--- src/rtl/plic_pkg.sv ---
package plic_pkg;
   typedef enum logic [1:0] {
      SEL_PRIO   = 2'd0,
      SEL_ENABLE = 2'd1,
      SEL_THRESH = 2'd2,
      SEL_CLAIM  = 2'd3
   } reg_sel_e;
endpackage

--- src/rtl/plic_gateway.sv ---
module plic_gateway #(
   parameter bit IS_EDGE = 1'b0
) (
   input  logic clk,
   input  logic rst_n,
   input  logic src_i,
   input  logic claim_i,
   input  logic complete_i,
   output logic pending_o,
   output logic inflight_o
);
   logic pend_q, infl_q, req;

   generate
      if (IS_EDGE) begin : g_edge
         logic prev_q;
         always_ff @(posedge clk) begin
            if (!rst_n) prev_q <= 1'b0;
            else        prev_q <= src_i;
         end
         assign req = src_i & ~prev_q;
      end else begin : g_level
         assign req = src_i;
      end
   endgenerate

   always_ff @(posedge clk) begin
      if (!rst_n) begin
         pend_q <= 1'b0;
         infl_q <= 1'b0;
      end else begin
         if (claim_i)             pend_q <= 1'b0;
         else if (req && !infl_q) pend_q <= 1'b1;
         if (claim_i)             infl_q <= 1'b1;
         else if (complete_i)     infl_q <= 1'b0;
      end
   end

   assign pending_o  = pend_q;
   assign inflight_o = infl_q;

   assert_claim_clears_R5: assert property (@(posedge clk) disable iff (!rst_n)
      claim_i |=> !pending_o);
   assert_hold_while_inflight_R6: assert property (@(posedge clk) disable iff (!rst_n)
      inflight_o |=> !pending_o);
endmodule

--- src/rtl/plic_arbiter.sv ---
module plic_arbiter #(
   parameter int N_SRC  = 10,
   parameter int PRIO_W = 3,
   localparam int ID_W  = $clog2(N_SRC + 1)
) (
   input  logic                         clk,
   input  logic                         rst_n,
   input  logic [N_SRC:0]               pending_i,
   input  logic [N_SRC:0]               enable_i,
   input  logic [N_SRC:0][PRIO_W-1:0]   prio_i,
   input  logic [PRIO_W-1:0]            thresh_i,
   output logic [ID_W-1:0]              best_id_o,
   output logic                         irq_o
);
   logic [PRIO_W-1:0] best_prio;

   // ascending scan with strict compare keeps the lowest ID on ties
   always_comb begin
      best_id_o = '0;
      best_prio = thresh_i;
      for (int s = 1; s <= N_SRC; s++) begin
         if (pending_i[s] && enable_i[s] && prio_i[s] > best_prio) begin
            best_prio = prio_i[s];
            best_id_o = ID_W'(s);
         end
      end
   end

   assign irq_o = (best_id_o != '0);

   assert_winner_qualifies_R3: assert property (@(posedge clk) disable iff (!rst_n)
      irq_o |-> (pending_i[best_id_o] && enable_i[best_id_o] && prio_i[best_id_o] > thresh_i));
endmodule

--- src/rtl/plic_core.sv ---
module plic_core
   import plic_pkg::*;
#(
   parameter int              N_SRC    = 10,
   parameter int              N_CTX    = 4,
   parameter int              PRIO_W   = 3,
   parameter logic [N_SRC-1:0] EDGE_SRC = N_SRC'(4'b1111),
   localparam int IDX_W = $clog2((N_SRC + 1 > N_CTX) ? N_SRC + 1 : N_CTX)
) (
   input  logic              clk,
   input  logic              rst_n,
   input  logic [N_SRC-1:0]  src_irq_i,
   output logic [N_CTX-1:0]  ctx_irq_o,
   input  logic              reg_we_i,
   input  logic              reg_re_i,
   input  logic [1:0]        reg_sel_i,
   input  logic [IDX_W-1:0]  reg_idx_i,
   input  logic [31:0]       reg_wdata_i,
   output logic [31:0]       reg_rdata_o
);
   localparam int ID_W = $clog2(N_SRC + 1);

   generate
      if (N_SRC < 1 || N_SRC > 31) begin : g_bad_nsrc
         $error("plic_core: N_SRC must lie in 1..31");
      end
      if (N_CTX < 1 || PRIO_W < 1 || PRIO_W > 31) begin : g_bad_shape
         $error("plic_core: N_CTX and PRIO_W out of range");
      end
   endgenerate

   reg_sel_e sel;
   assign sel = reg_sel_e'(reg_sel_i);

   logic [N_SRC:0][PRIO_W-1:0]  prio_q;
   logic [N_CTX-1:0][N_SRC:0]   en_q;
   logic [N_CTX-1:0][PRIO_W-1:0] thr_q;
   logic [N_SRC:0]              pend, infl, claim_vec, done_vec;
   logic [N_CTX-1:0][ID_W-1:0]  best;
   logic [ID_W-1:0]             claim_id;
   logic                        claim_fire;

   // configuration registers
   always_ff @(posedge clk) begin
      if (!rst_n) begin
         prio_q <= '0;
         en_q   <= '0;
         thr_q  <= '0;
      end else if (reg_we_i) begin
         for (int s = 1; s <= N_SRC; s++)
            if (sel == SEL_PRIO && reg_idx_i == IDX_W'(s))
               prio_q[s] <= reg_wdata_i[PRIO_W-1:0];
         for (int c = 0; c < N_CTX; c++) begin
            if (sel == SEL_ENABLE && reg_idx_i == IDX_W'(c))
               en_q[c] <= {reg_wdata_i[N_SRC:1], 1'b0};
            if (sel == SEL_THRESH && reg_idx_i == IDX_W'(c))
               thr_q[c] <= reg_wdata_i[PRIO_W-1:0];
         end
      end
   end

   // claim / complete decode
   always_comb begin
      claim_id = '0;
      for (int c = 0; c < N_CTX; c++)
         if (reg_idx_i == IDX_W'(c)) claim_id = best[c];
   end
   assign claim_fire = reg_re_i && (sel == SEL_CLAIM) && (claim_id != '0);

   always_comb begin
      claim_vec[0] = 1'b0;
      done_vec[0]  = 1'b0;
      for (int s = 1; s <= N_SRC; s++) begin
         claim_vec[s] = claim_fire && (claim_id == ID_W'(s));
         done_vec[s]  = reg_we_i && (sel == SEL_CLAIM) && (reg_wdata_i == 32'(s));
      end
   end

   // gateways, one per source, variant chosen per source
   assign pend[0] = 1'b0;
   assign infl[0] = 1'b0;
   generate
      for (genvar s = 1; s <= N_SRC; s++) begin : g_gw
         plic_gateway #(.IS_EDGE(EDGE_SRC[s-1])) u_gw (
            .clk        (clk),
            .rst_n      (rst_n),
            .src_i      (src_irq_i[s-1]),
            .claim_i    (claim_vec[s]),
            .complete_i (done_vec[s]),
            .pending_o  (pend[s]),
            .inflight_o (infl[s])
         );
      end
      for (genvar c = 0; c < N_CTX; c++) begin : g_ctx
         plic_arbiter #(.N_SRC(N_SRC), .PRIO_W(PRIO_W)) u_arb (
            .clk       (clk),
            .rst_n     (rst_n),
            .pending_i (pend),
            .enable_i  (en_q[c]),
            .prio_i    (prio_q),
            .thresh_i  (thr_q[c]),
            .best_id_o (best[c]),
            .irq_o     (ctx_irq_o[c])
         );
      end
   endgenerate

   // read mux
   always_comb begin
      reg_rdata_o = '0;
      unique case (sel)
         SEL_PRIO: for (int s = 1; s <= N_SRC; s++)
            if (reg_idx_i == IDX_W'(s)) reg_rdata_o = 32'(prio_q[s]);
         SEL_ENABLE: for (int c = 0; c < N_CTX; c++)
            if (reg_idx_i == IDX_W'(c)) reg_rdata_o = 32'(en_q[c]);
         SEL_THRESH: for (int c = 0; c < N_CTX; c++)
            if (reg_idx_i == IDX_W'(c)) reg_rdata_o = 32'(thr_q[c]);
         SEL_CLAIM: reg_rdata_o = 32'(claim_id);
         default: reg_rdata_o = '0;
      endcase
   end

   assert_claim_marks_inflight_R5: assert property (@(posedge clk) disable iff (!rst_n)
      claim_fire |=> ((infl & $past(claim_vec)) == $past(claim_vec)));
   assert_stray_complete_ignored_R9: assert property (@(posedge clk) disable iff (!rst_n)
      (reg_we_i && sel == SEL_CLAIM && !claim_fire && ((done_vec & infl) == '0)) |=> $stable(infl));
endmodule

--- config.mk ---
export PLATFORM = sky130hd
export DESIGN_NAME = plic_core
export DESIGN_NICKNAME = d
export VERILOG_FILES = /design/src/rtl/plic_pkg.sv /design/src/rtl/plic_gateway.sv /design/src/rtl/plic_arbiter.sv /design/src/rtl/plic_core.sv
export SDC_FILE = /design/constraint.sdc
export NUM_CORES = 1
export LEC_CHECK = 0
export ABC_AREA = 1
export BUFFER_PORTS_ARGS = -buffer_cell sky130_fd_sc_hd__buf_2
export CORE_MARGIN = 3
export CORE_UTILIZATION = 30
export DETAILED_ROUTE_END_ITERATION = 10
export PLACE_DENSITY = 0.46
export SETUP_SLACK_MARGIN = 0.2
export SKIP_LAST_GASP = 1
export SLEW_MARGIN = 20
export SYNTH_ARGS = -nofsm -noshare
export SYNTH_HDL_FRONTEND = slang
export SYNTH_SLANG_ARGS = --single-unit
--- constraint.sdc ---
create_clock -name clk -period 10.3 [get_ports clk]
set_input_delay 1.03 -clock clk [delete_from_list [all_inputs] [get_ports clk]]
set_output_delay 1.03 -clock clk [all_outputs]
set_load 0.01 [all_outputs]
# Word-level counts from Yosys, hierarchy flattened
# Cells that the tools add are included.
[totals]
reg_bits = 106
inputBits = 52
out_inout_bits = 36
elab_cells = 429
[op_classes]
magnitude_cmp = 40
eq_ne = 33
muxes = 119
bitwise = 9
n_reduce_logical = 186
[op_table]
columns = ["operator", "n"]
rows = [
  ["2-to-1 mux 32 bit", 15],
  ["2-to-1 mux 3 bit", 54],
  ["logical AND 1 bit", 131],
  ["== test 32 x 3 -> 1 bit (second input constant)", 4],
  ["one-hot mux 32 bit (4 select lines)", 1],
  ["> comparator 3 bit", 40],
  ["== test 32 x 4 -> 1 bit (second input constant)", 3],
  ["== test 32 x 2 -> 1 bit (second input constant)", 2],
  ["2-to-1 mux 4 bit", 16],
  ["AND reduction 2 bit", 18],
  ["== test 32 x 1 -> 1 bit (second input constant)", 1],
  ["== test 4 x 3 -> 1 bit (second input constant)", 8],
  ["== test 4 bit (second input constant)", 6],
  ["2-to-1 mux 1 bit", 24],
  ["nonzero test 2 bit", 10],
  ["nonzero test 4 bit", 5],
  ["OR reduction 2 bit", 10],
  ["== test 4 x 2 -> 1 bit (second input constant)", 4],
  ["2-to-1 mux 2 bit", 8],
  ["2-to-1 mux 11 bit", 1],
  ["zero test 1 bit", 10],
  ["== test 4 x 1 -> 1 bit (second input constant)", 2],
  ["NOT 1 bit", 5],
  ["AND 1 bit", 4],
  ["other kinds (4)", 5],
]

# Longest topological paths before layout
[depth]
word_depth = 38
ltp_mapped = 84
ltp_nobuf = 83

# By module
# From an unflattened synthesis, not the netlist that was laid out.
[unflattened]
cells_unflattened = 1669
area_unflattened_um2 = 10633.9
[modules_own_cells]
columns = ["module", "n_inst", "cells_each", "area_per_inst_um2", "seq_area_each_um2"]
rows = [
  ["plic_core", 1, 623, 4272.8, 1641.6],
  ["plic_arbiter (g_ctx[0].u_arb ...)", 3, 229, 1333.8, 0.0],
  ["plic_arbiter (g_ctx[3].u_arb)", 1, 231, 1381.3, 0.0],
  ["plic_gateway (g_gw[10].u_gw ...)", 6, 12, 83.8, 40.0],
  ["plic_gateway (g_gw[1].u_gw ...)", 4, 14, 118.9, 60.1],
]

# Worst setup path before layout
# No wires, ideal clock.
[synth_timing]
path_kind = "register -> output"
from = "register prio_q[5] (netlist name)"
to = "output reg_rdata_o[0]"
arrival_time_ps = 9875
required_ps = 9270
slack_ps = -605
stages_incl_launch_ff = 67
n_path_buf = 0
cell_sequence = "dfxtp_1 ha_1 nand3_1 nand3_1 inv_1 nand2_1 o21ai_0 ha_1 o21ai_0 nand2_1 o311ai_1 nand2_1 o21ai_0 ha_1 o21ai_0 nand2_1 o311ai_1 nand2_1 [31 not listed] nand3_1 o21ai_0 ha_1 nand2_1 o21ai_0 nand4_1 nand2_1 o21ai_0 ha_1 a21oi_1 o21ai_0 nand4_1 inv_1 nor2_1 nand2_1 nand4_4 inv_2 o221ai_1"
[synth_via]
elab_chain_cells = 35
elab_cells_between_ends = 161
classes_between = "40 x order compare; 81 x mux; 40 x reduce/logical"
[synth_lines]
columns = ["item", "line", "text"]
rows = [
  ["start: declaration", "plic_core.sv:35", "logic [N_SRC:0][PRIO_W-1:0] prio_q;"],
  ["start signal: indexed assignment", "plic_core.sv:52", "prio_q[s] <= reg_wdata_i[PRIO_W-1:0];"],
  ["> comparator 3 bit", "plic_arbiter.sv:22", "if (pending_i[s] && enable_i[s] && prio_i[s] > best_prio) begin"],
  ["logical AND 1 bit", "plic_arbiter.sv:22", ""],
  ["2-to-1 mux 3 bit", "plic_arbiter.sv:22", ""],
  ["> comparator 3 bit", "plic_arbiter.sv:22", ""],
  ["logical AND 1 bit", "plic_arbiter.sv:22", ""],
  ["2-to-1 mux 3 bit", "plic_arbiter.sv:22", ""],
  ["> comparator 3 bit", "plic_arbiter.sv:22", ""],
  ["logical AND 1 bit", "plic_arbiter.sv:22", ""],
  ["[17 not listed]", "n/a", ""],
  ["logical AND 1 bit", "plic_arbiter.sv:22", ""],
  ["2-to-1 mux 3 bit", "plic_arbiter.sv:22", ""],
  ["> comparator 3 bit", "plic_arbiter.sv:22", ""],
  ["logical AND 1 bit", "plic_arbiter.sv:22", ""],
  ["2-to-1 mux 4 bit", "plic_arbiter.sv:22", ""],
  ["2-to-1 mux 4 bit (3 in series)", "plic_core.sv:66", "if (reg_idx_i == IDX_W'(c)) claim_id = best[c];"],
  ["2-to-1 mux 4 bit *", "plic_core.sv:66", ""],
  ["one-hot mux 32 bit (4 select lines) *", "plic_core.sv:111", "unique case (sel)"],
  ["end: declaration", "plic_core.sv:19", "output logic [31:0] reg_rdata_o"],
]
# Mark *: on every way between the ends. The rest lies on a longest branch, timed or not.

# Worst setup path in the final report
[layout_timing]
from = "register prio_q[5] (netlist name)"
to = "output ctx_irq_o[2]"
[layout_via]
elab_chain_cells = 31
elab_cells_between_ends = 40
classes_between = "10 x order compare; 19 x mux; 11 x reduce/logical"
[layout_lines]
columns = ["item", "line", "text"]
rows = [
  ["> comparator 3 bit", "plic_arbiter.sv:22", ""],
  ["logical AND 1 bit", "plic_arbiter.sv:22", ""],
  ["2-to-1 mux 3 bit", "plic_arbiter.sv:22", ""],
  ["> comparator 3 bit", "plic_arbiter.sv:22", ""],
  ["logical AND 1 bit", "plic_arbiter.sv:22", ""],
  ["2-to-1 mux 3 bit", "plic_arbiter.sv:22", ""],
  ["> comparator 3 bit", "plic_arbiter.sv:22", ""],
  ["logical AND 1 bit", "plic_arbiter.sv:22", ""],
  ["[15 not listed]", "n/a", ""],
  ["2-to-1 mux 3 bit", "plic_arbiter.sv:22", ""],
  ["> comparator 3 bit", "plic_arbiter.sv:22", ""],
  ["logical AND 1 bit", "plic_arbiter.sv:22", ""],
  ["2-to-1 mux 3 bit", "plic_arbiter.sv:22", ""],
  ["> comparator 3 bit", "plic_arbiter.sv:22", ""],
  ["logical AND 1 bit", "plic_arbiter.sv:22", ""],
  ["2-to-1 mux 4 bit *", "plic_arbiter.sv:22", ""],
  ["nonzero test 4 bit *", "plic_arbiter.sv:29", "assign irq_o = (best_id_o != '0);"],
  ["end: declaration", "plic_core.sv:13", "output logic [N_CTX-1:0] ctx_irq_o,"],
]
# Marked as above.

==> implementation parameters <==
Parameter                              Value

Drt
  Overall routed net length ... 40.7 mm
  DRT antenna net count ... 0
  Routed via count ... 11300
  Detailed-router iteration count before antenna repair ... 5
  Remaining design rule violation count ... 0
  Detailed-route wire length per cell ... 18.6 um
  Via count normalized by instance count ... 5.17
  Number of DRC markers after the initial detailed-route iteration ... 934

Synth
  Post-synth EDFFs ... 0
  Netlist area before placement ... 9110 um2
  Synth Warn # ... 0
  Top post-synthesis cells by area ... dfxtp_1, ha_1, o21ai_0
  Complex-gate fraction of the synthesized area ... 0.237
  Top-area cell type share of the netlist area ... 0.233
  Avg Synthesized Cell Area ... 6.52 um2
  Share of synthesized area occupied by flip-flops and latches ... 0.233
  Adder-cell share of the synthesized area ... 0.136
  Async S/R FF share, synth ... 0
  #FFs+latches synth ... 106
  Share of synthesized area spent on multiplexers ... 0
  Top_reg_cell synth ... dfxtp_1
  Post-synthesis share of cell area spent on xor and xnor gates ... 0
  Simple-Gate Fraction of Synth Area ... 0.305
  Post-synthesis cell count ... 1397
  Largest family of logic cells by synthesized area ... simple AND/OR/NAND/NOR gates
  Cell variety after synth ... 45
  Top cell type by total area after synthesis ... dfxtp_1

Global route
  GRT Util Overall ... 0.233
  Antenna violations before repair ... 0
  Largest net degree at the start of global routing ... 98
  Vias in the first global route ... 10600
  Total gr overflow ... 0
  Global-route wire length before repair ... 59.7 mm

Clocking
  Total of hold buffers inserted after clock tree synthesis ... 0
  Clock insertion delay at the later pin of the skew report ... 0.38 ns
  Clock Sinks ... 106
  Worst-case clock buffer depth ... 2
  Clock transition time at the flip-flop clock pins of the worst setup and hold paths ... 0.09 ns
  CTS tree ... yes
  Number of levels the H-tree was split into ... 3
  Number of buffers created by CTS ... 9
  Root Buffer ... clkbuf_16

Placement
  Final weighted congestion in routability-driven placement ... 0.900
  Placed cell count ... 2037
  Post-placement setup slack ... -1.84 ns
  HPWL reported at the end of detailed placement ... 28.7 mm
  Count of port buffers added during placement ... 66
  Placed cell area ... 11400 um2

Worst hold path
  Startpoint of the worst hold path ... g_gw[10].u_gw.inflight_o$_SDFFE_PN0P_
  Hold/Removal Path Class ... reg2reg

Floorplanning
  Die footprint ... 32500 um2
  CORE AREA ... 29800 um2
  Die boundary height ... 180 um
  Starting density of the core ... 0.306
  Ports ... 88
  Chip Width ... 180 um
  Count of standard-cell rows ... 63

Critical path
  Startpoint type of the worst setup path ... flop
  Largest incremental delay on the critical path ... 0.59 ns
  Critical path capture point type ... output pin
  Critical path origin ... prio_q[5]$_SDFFE_PN0P_
  Max stage delay cell, worst path ... or4_4
  Arrival time of data at the critical path endpoint ... 10.73 ns
  Highest fanout seen on the critical path ... 7
  WS Path Type ... reg2out
  Data required time of the worst path ... 9.27 ns
  Startpoint of the lowest-slack register-to-register path ... thr_q[11]$_SDFFE_PN0P_
  Cell seen most often among critical-path stages ... nand4_1

Timing
  Setup violation total in the final timing report ... 28
  Final hold violation count ... 0
  Worst slew pin tran ... 1.01 ns
  Maximum clock frequency ... 85.0 MHz
  Final critical-path setup slack ... -1.46 ns
  Max transition margin ... 0.320
  Final critical delay including setup and external delays ... 11.76 ns
  Unrepaired setup endpoints after global routing ... true
  Clock Skews ... 0.0107 ns
  Fin crit share ... 1.14
  Slew Viols, Final ... 0

Cells and area
  Synthesis-to-layout area growth ... 54.8%
  Total Nets Final ... 1939
  Layout cells sized above 1 ... 0.395
  Area taken by multi-input logic gates ... 7590 um2
  Filler cell count ... 3005
  Area occupied by registers ... 2130 um2
  Diode insertion count for antenna repair ... 0
  Post-route cell area ... 14100 um2
  Number of cells in the finished layout apart from fillers ... 2183

Pwr
  Maximum vdd ir drop ... 0.0754 mV
  Power density cells ... 65.7 nW/um2
  Static leakage power ... 6.68 nW

Run status
  Status ... complete, but fails checks
  Failing checks ... setup timing

Job
  Number of max-cap violations ... 0
## state kept, by name (all words and copies together), names as in the netlist
name and count:
en_q 40, prio_q 30, thr_q 12, g_gw.u_gw.inflight_o 10
g_gw.u_gw.pending_o 10, g_gw.u_gw.g_edge.prev_q 4
## path summary, 6_finish.rpt
path	to	slack [ns]	cells past startpoint
worst min register to register	g_gw[10].u_gw.inflight_o$_SDFFE_PN0P_	0.48	2
worst min-delay path	g_gw[10].u_gw.inflight_o$_SDFFE_PN0P_	0.48	2
worst max-delay path	ctx_irq_o[2]	-1.46	61
worst max register to register	g_gw[3].u_gw.pending_o$_SDFFE_PP0P_	-0.52	73
## layout by cell type (no fill, tap or decap), drive strengths merged, types with 2 or more instances in the layout
cell type,instances
nand4,37
clkinv,12
o211ai,8
nor3b,3
o311ai,2
clkbuf,9
nor3,3
o21bai,8
a221oi,5
nand2,286
o2111ai,3
ha,99
inv,133
a211oi,2
dfxtp,106
nand3,100
conb,21
nor4,9
o31ai,4
o22ai,6
o221ai,2
o21a,3
a31oi,5
or2,3
o21ai,225
a21oi,118
a311oi,6
buf,412
nor2,159
## critical path, delay by kind of cell, from the launching register on
family,cells,cell delay [ns]
AND/OR/NAND/NOR,22,3.12
adder cells (fa/ha/maj),10,2.81
AO/OA/AOI/OAI,20,2.46
buffers and inverters,9,1.56
flip-flops,1,0.37
## final cells by class
cell class / instances / area share
Clock inverter: 7 / 0.00648
Multi-Input combinational cell: 1121 / 0.538
Sequential cell: 106 / 0.151
Timing Repair Buffer: 412 / 0.216
Inverter: 138 / 0.0372
Tap cell: 390 / 0.0346
Clock buffer: 9 / 0.0160
## layer usage
layer  vias up  GRT usage  part of all wire
met5         -          0                 0
met4         0     0.0685             0.030
met3        67     0.0367             0.065
met2       355      0.383              0.46
met1      5278      0.316              0.44
li1       5596          -                 -
## stage by stage
stage	utilization	setup TNS, ns	power (mW)	hold slack (ns)
after floorplan	-	-0.111	0.489	0.445
after global placement	0.384	-29.86	0.533	0.459
after detailed placement	0.384	-31.81	0.534	0.463
after CTS	0.436	-12.01	0.926	0.482
after global routing	0.473	-38.04	0.960	0.511
final	0.473	-19.27	0.926	0.484
## cells in the mapped netlist (all sizes together) (3+ instances only)
master     n
o211ai     8
nor3       3
nand2    286
nor2     159
clkinv     8
nand4     37
o21bai     8
dfxtp    106
o2111ai    3
buf       29
nor3b      3
a221oi     5
a31oi      5
nand3    100
ha        99
o22ai      6
clkbuf    23
o31ai      4
inv      130
o21ai    225
or2        3
a21oi    118
a311oi     6
o21a       3
nor4       9
## logic make-up (layout without fill, tap and decap cells)
group / count (synthesis) / after routing
buffers and inverters: 190 / 566
DFF: 106 / 106
other: 1 / 21
and+or+nand+nor: 601 / 601
AOI/OAI and AO/OA: 400 / 400
adders and majority gates: 99 / 99
## repair_timing
item / in CTS / in global routing
buffers inserted: 86 / 44
pin swaps: 161 / 191
gates resized for setup: 151 / 160
setup endpoints to repair: 28 / 28
## power breakdown
group	total (mW)	internal [mW]	switching, mW
logic	0.115	0.0432	0.0719
registers	0.426	0.415	0.0113
clock network	0.385	0.177	0.208
No activity file was read; power rests on OpenSTA's default activity.
